`src/rtl/pll_seq_pkg.sv`:
```
package pll_seq_pkg;

    typedef enum logic [2:0] {
        ST_IDLE,
        ST_WR1,
        ST_WR2,
        ST_WR3,
        ST_WR4,
        ST_URST,
        ST_WAIT,
        ST_DONE
    } seq_state_e;

    // Configuration captured at an accepted start
    typedef struct packed {
        logic       rx_dual;
        logic       tx_dual;
        logic [7:0] mul;     // {tx23, tx01, rx23, rx01}
    } seq_cfg_t;

    typedef struct packed {
        seq_state_e  state;
        logic [31:0] val;
        seq_cfg_t    cfg;
        logic        done;
    } seq_regs_t;

    localparam logic [31:0] FORCE_OFF_MASK = 32'h0000_F0F0;
    localparam logic [31:0] CFG_FIELD_MASK = 32'h03FF_0000;
    localparam logic [31:0] BYP_BASE_MASK  = 32'h0000_5000;
    localparam logic [31:0] PWR_BASE_MASK  = 32'h0000_0050;

endpackage

```
`src/rtl/pll_seq_step.sv`:
```
module pll_seq_step
    import pll_seq_pkg::*;
(
    input  logic [1:0]  step_sel,
    input  logic [31:0] base_val,
    input  seq_cfg_t    cfg,
    output logic [31:0] next_val
);
    logic [31:0] rx_bit;
    logic [31:0] tx_bit;

    always_comb begin
        rx_bit = {31'd0, cfg.rx_dual};
        tx_bit = {31'd0, cfg.tx_dual};
        unique case (step_sel)
            2'd0: next_val = base_val | FORCE_OFF_MASK;
            2'd1: next_val = (base_val & ~CFG_FIELD_MASK)
                           | (tx_bit << 25) | (rx_bit << 24)
                           | ({24'd0, cfg.mul} << 16);
            2'd2: next_val = base_val & ~(BYP_BASE_MASK | (rx_bit << 13) | (tx_bit << 15));
            default: next_val = base_val & ~(PWR_BASE_MASK | (rx_bit << 5) | (tx_bit << 7));
        endcase
    end
endmodule

```
`src/rtl/pll_seq_timer.sv`:
```
module pll_seq_timer #(
    parameter int unsigned WAIT_CYC = 12500
) (
    input  logic clk,
    input  logic rst_n,
    input  logic run,
    output logic expire
);
    localparam int unsigned CW = $clog2(WAIT_CYC + 1);
    localparam logic [CW-1:0] LAST = CW'(WAIT_CYC - 1);

    logic [CW-1:0] cnt_d, cnt_q;

    always_comb begin
        cnt_d  = cnt_q;
        expire = run && (cnt_q == LAST);
        if (!run || expire) cnt_d = '0;
        else                cnt_d = cnt_q + 1'b1;
    end

    always_ff @(posedge clk) begin
        if (!rst_n) cnt_q <= '0;
        else        cnt_q <= cnt_d;
    end

    AST_TMR_IN_RANGE: assert property (@(posedge clk) disable iff (!rst_n)
        cnt_q <= LAST);
    AST_TMR_IDLE_ZERO: assert property (@(posedge clk) disable iff (!rst_n)
        !run |=> cnt_q == '0);
endmodule

```
`src/rtl/pll_seq_top.sv`:
```
module pll_seq_top
    import pll_seq_pkg::*;
#(
    parameter int unsigned CYC_PER_US = 125,
    parameter int unsigned WAIT_US    = 100
) (
    input  logic        clk,
    input  logic        rst_n,
    input  logic        start,
    input  logic [1:0]  rx_width,
    input  logic [1:0]  tx_width,
    input  logic [1:0]  rx01_mul,
    input  logic [1:0]  rx23_mul,
    input  logic [1:0]  tx01_mul,
    input  logic [1:0]  tx23_mul,
    input  logic [31:0] reg_rdata,
    output logic        reg_wr,
    output logic [31:0] reg_wdata,
    output logic        unit_rst,
    output logic        done
);
    localparam int unsigned WAIT_CYC = CYC_PER_US * WAIT_US;

    seq_regs_t   r_d, r_q;
    logic [1:0]  step_sel;
    logic [31:0] step_base;
    logic [31:0] step_out;
    logic        wait_expire;
    logic        start_ok;

    pll_seq_step u_step (
        .step_sel (step_sel),
        .base_val (step_base),
        .cfg      (r_q.cfg),
        .next_val (step_out)
    );

    pll_seq_timer #(.WAIT_CYC(WAIT_CYC)) u_timer (
        .clk    (clk),
        .rst_n  (rst_n),
        .run    (r_q.state == ST_WAIT),
        .expire (wait_expire)
    );

    always_comb begin
        r_d      = r_q;
        start_ok = start && (r_q.state == ST_IDLE || r_q.state == ST_DONE);
        step_sel = 2'd0;
        step_base = r_q.val;
        unique case (r_q.state)
            ST_IDLE, ST_DONE: begin
                step_base = reg_rdata;
                if (start_ok) begin
                    r_d.state       = ST_WR1;
                    r_d.val         = step_out;
                    r_d.cfg.rx_dual = (rx_width != 2'b00);
                    r_d.cfg.tx_dual = (tx_width != 2'b00);
                    r_d.cfg.mul     = {tx23_mul, tx01_mul, rx23_mul, rx01_mul};
                    r_d.done        = 1'b0;
                end
            end
            ST_WR1: begin
                step_sel  = 2'd1;
                r_d.val   = step_out;
                r_d.state = ST_WR2;
            end
            ST_WR2: begin
                step_sel  = 2'd2;
                r_d.val   = step_out;
                r_d.state = ST_WR3;
            end
            ST_WR3: begin
                step_sel  = 2'd3;
                r_d.val   = step_out;
                r_d.state = ST_WR4;
            end
            ST_WR4:  r_d.state = ST_URST;
            ST_URST: r_d.state = ST_WAIT;
            ST_WAIT: begin
                if (wait_expire) begin
                    r_d.state = ST_DONE;
                    r_d.done  = 1'b1;
                end
            end
            default: r_d.state = ST_IDLE;
        endcase
    end

    always_ff @(posedge clk) begin
        if (!rst_n) begin
            r_q.state <= ST_IDLE;
            r_q.val   <= '0;
            r_q.cfg   <= '0;
            r_q.done  <= 1'b0;
        end else begin
            r_q <= r_d;
        end
    end

    assign reg_wr    = (r_q.state == ST_WR1) || (r_q.state == ST_WR2)
                    || (r_q.state == ST_WR3) || (r_q.state == ST_WR4);
    assign reg_wdata = r_q.val;
    assign unit_rst  = (r_q.state == ST_URST);
    assign done      = r_q.done;

    AST_FIRST_WR_OFF: assert property (@(posedge clk) disable iff (!rst_n)
        $rose(reg_wr) |-> (reg_wdata[15:12] == 4'hF && reg_wdata[7:4] == 4'hF));
    AST_LATER_WR_ONLY_CLEAR: assert property (@(posedge clk) disable iff (!rst_n)
        (reg_wr && $past(reg_wr)) |-> ((reg_wdata[15:0] & ~$past(reg_wdata[15:0])) == 16'h0));
    AST_RST_AFTER_LAST_WR: assert property (@(posedge clk) disable iff (!rst_n)
        $fell(reg_wr) |-> unit_rst);
    AST_RST_ONE_CYCLE: assert property (@(posedge clk) disable iff (!rst_n)
        unit_rst |=> !unit_rst);
    AST_DONE_QUIET: assert property (@(posedge clk) disable iff (!rst_n)
        done |-> (!reg_wr && !unit_rst));
    AST_DONE_HOLD: assert property (@(posedge clk) disable iff (!rst_n)
        (done && !start) |=> done);
    AST_WR_NOT_WITH_RST: assert property (@(posedge clk) disable iff (!rst_n)
        !(reg_wr && unit_rst));
endmodule

```
`config.mk`:
```
export PLATFORM = sky130hd
export DESIGN_NAME = pll_seq_top
export DESIGN_NICKNAME = d
export VERILOG_FILES = /design/src/rtl/pll_seq_pkg.sv /design/src/rtl/pll_seq_step.sv /design/src/rtl/pll_seq_timer.sv /design/src/rtl/pll_seq_top.sv
export SDC_FILE = /design/constraint.sdc
export NUM_CORES = 1
export LEC_CHECK = 0
export BUFFER_PORTS_ARGS = -buffer_cell sky130_fd_sc_hd__buf_2
export CORE_ASPECT_RATIO = 1.1
export CORE_MARGIN = 2
export CORE_UTILIZATION = 45
export CTS_BUF_LIST = sky130_fd_sc_hd__clkbuf_4
export DETAILED_ROUTE_END_ITERATION = 6
export GPL_TIMING_DRIVEN = 0
export PLACE_DENSITY = 0.71
export REMOVE_ABC_BUFFERS = 1
export SETUP_SLACK_MARGIN = 0.3
export SYNTH_ARGS = -nofsm -noshare
export SYNTH_HDL_FRONTEND = slang
export SYNTH_SLANG_ARGS = --single-unit
```
`constraint.sdc`:
```
create_clock -name clk -period 4.1 [get_ports clk]
set_clock_uncertainty 0.05 [all_clocks]
set_input_delay 0.205 -clock clk [delete_from_list [all_inputs] [get_ports clk]]
set_output_delay 0.205 -clock clk [all_outputs]
set_load 0.1 [all_outputs]
```
==> metrics.txt <==
status=complete, no violations; capturing element type of the critical path=register; port buffer count=73; Skew-Pair Late Insertion Delay=400 ps; RePlAce Congestion=0.738; number of global-route vias before repair=2234; Final ANT Viol Nets=0; Initial Util=45.7%; via density per instance=5.27; HP Class=in -> reg; Layout area overhead=18.3%; DIE HEIGHT=86.5 microns; postcts setup bufs=0; Slew Limit Fails=0; # nets final=between 400 and 500; Via Count=2457; CORE AREA=between 6000 and 7000 sq um; Yosys reg bits=60; hpwl dp=a little under 4 mm; Tcrit/Tclk final=69.0%; slowest stage cell, crit path=o21a_1; Placement Rows=30; total grt overflow=0; Synth area leader=dfxtp_1; Crit path max-delay family=compound AO/OA/AOI/OAI gates; Ports=82; syn avg cell area=around 8.4 sq um; crit path kind=reg -> reg; Fillers=575; Hold Slack=26.9 ps; leading cell types in the layout, fill and taps excluded=buf_2 (73), dfxtp_1 (60), nand2_1 (55), nor2_1 (29), a21oi_1 (28); top cell type's share of synthesized area=43.2%; LEAKAGE=about 1.3 nW; Critical Path, Cell by Cell=nor3_2 > o21a_1 > nand2_1 > a21oi_1; hold_buf cts=22; post-CTS sizing=0; Setup Viol. Count Final=0; antenna cells=0; drt drc=0; share of layout cells above drive strength 1=approximately 25%; hold_sp=rx_width[1]; Cell Pwr Density=467 nW/um^2; EDFF count, synth=0; CTS tree=built; Routed WL=approximately 6.4 mm; largest net degree at the start of global routing=43; Yosys cell types=41; Yosys Warn Count=0; ys async rst share=0%; min cycle time layout=~2800 ps; Setup crit start=r_q[43]$_SDFFE_PN0P_; Worst Path Buf+Inv=0; Hold Vio Cnt, Final=0; H-tree depth=3; Clock Tree Root=clkbuf_4; CP max FO=27; wire per inst=13.8 microns; clock transition at the registers of the reported paths=110 ps; Num CTS Buffers=9; most common cell after layout, fill and taps aside=buf_2; Synth Flop Type=dfxtp_1; unrepaired setup endpoints after global routing=false; DR iter-0 viols=139; top cells by area, synth=dfxtp_1 (43%), buf_4 (8.6%), nand2_1 (7.4%), a21oi_1 (5.0%), nor2_1 (3.9%); relative slew slack=roughly 26%; R2R Setup Slk=1270 ps; Synth Instances=331; final setup TNS=0 ps; dpl cell area=2910 sq um; R2R Path Start=r_q[43]$_SDFFE_PN0P_; Max Fclk=0.354 GHz; die width=79.0 microns; Worst VDD drop=0.000193 V; Worst-Margin Slew=1110 ps; first-pass GRT wire length=10.0 mm; placed instance count=roughly 430; max cap viols=0; Final Util=54.1%; final instance area=3290 sq um; maximum root-to-sink buffer count=2; Layout Cells excl Fill=466; worst endpoint required time=4350 ps; Critical Path Source Type=register; sequential area share after synthesis=between 40% and 50%; Mapped Area=approximately 2800 sq um; Die Footprint=6830 sq um; slowest cell delay on critical path=870 ps; GR Util All Layers=18.9%; DRT Pass-1 Iters=5; Sink Count=60; initial antenna violation count=0; crit path DAT=3080 ps
per-stage QoR:
step                      total power [W]  setup slack, ps
after floorplan                  0.000980             1520
after global placement            0.00106              579
after detailed placement          0.00107              827
after CTS                         0.00155              814
after global routing              0.00160              990
final                             0.00154             1270
sequential cells by signal, summed over array words and instances (netlist names):
name,flops
reg_wdata,32
u_timer.cnt_q,14
r_q,13
done,1
kinds of logic (layout without fill, tap and decap cells):
logic type	Yosys count	count (layout)	synth area share, %
AND/OR/NAND/NOR	117	117	18.7
AO/OA/AOI/OAI	79	79	20.4
buffers and inverters	62	117	13.5
flip-flops	60	60	43.2
XOR/XNOR	12	12	3.78
adder cells (fa/ha/maj)	1	1	0.450
path summary, 6_finish.rpt:
| kind | cells after the start | to |
|---|---|---|
| worst max-delay path | 4 | reg_wdata[2]$_SDFFE_PN0P_ |
| worst min-delay path | 3 | r_q[10]$_SDFFE_PN0P_ |
| worst max register to register | 4 | reg_wdata[2]$_SDFFE_PN0P_ |
| worst min register to register | 2 | reg_wdata[10]$_SDFFE_PN0P_ |
report_power, final:
group | internal (W) | switching (W) | total, W
Clock | 0.000249 | 0.000211 | 0.000460
Combinational | 0.0000971 | 0.000324 | 0.000421
Sequential | 0.000622 | 0.0000345 | 0.000657
Total | 0.000968 | 0.000570 | 0.00154
Yosys cell counts, types with 2 or more instances:
cell and n:
dfxtp_1 60, nand2_1 55, buf_4 32, nor2_1 29, a21oi_1 28, clkbuf_1 14, nor3_1 12, xnor2_1 11
a32oi_1 10, o2bb2ai_1 10, a32o_1 9, buf_2 6, o21ai_0 6, inv_1 5, nand3_1 5, nand4_1 4
and3_1 3, o21bai_1 3, a2bb2oi_1 2, a31oi_1 2, buf_1 2, buf_6 2, o21a_1 2, o221a_2 2
area by class of cell:
class | instances | area (sq um) | area share (%)
clock buffers | 10 | 75.1 | 2.28
clock inverters | 5 | 77.6 | 2.36
inverters | 6 | 22.5 | 0.684
multi-input cells | 209 | 1210 | 36.9
flip-flops and latches | 60 | 1200 | 36.5
well taps | 80 | 100 | 3.04
repair buffers | 96 | 601 | 18.3
per-layer routing:
layer | global-route usage, % | vias up | routed length (microns)
met3 | 6.88 | 12 | 366
met5 | 0 | - | 0
li1 | - | 1223 | -
met4 | 6.27 | 0 | 92
met2 | 32.0 | 76 | 3180
met1 | 22.1 | 1146 | 2800
worst reg2reg max path, cell delays in order, from the launching register on:
cell	delay (ps)
dfxtp_1	630
nor3_2	850
o21a_1	870
nand2_1	160
a21oi_1	170
(Power assumes the default switching activity.)
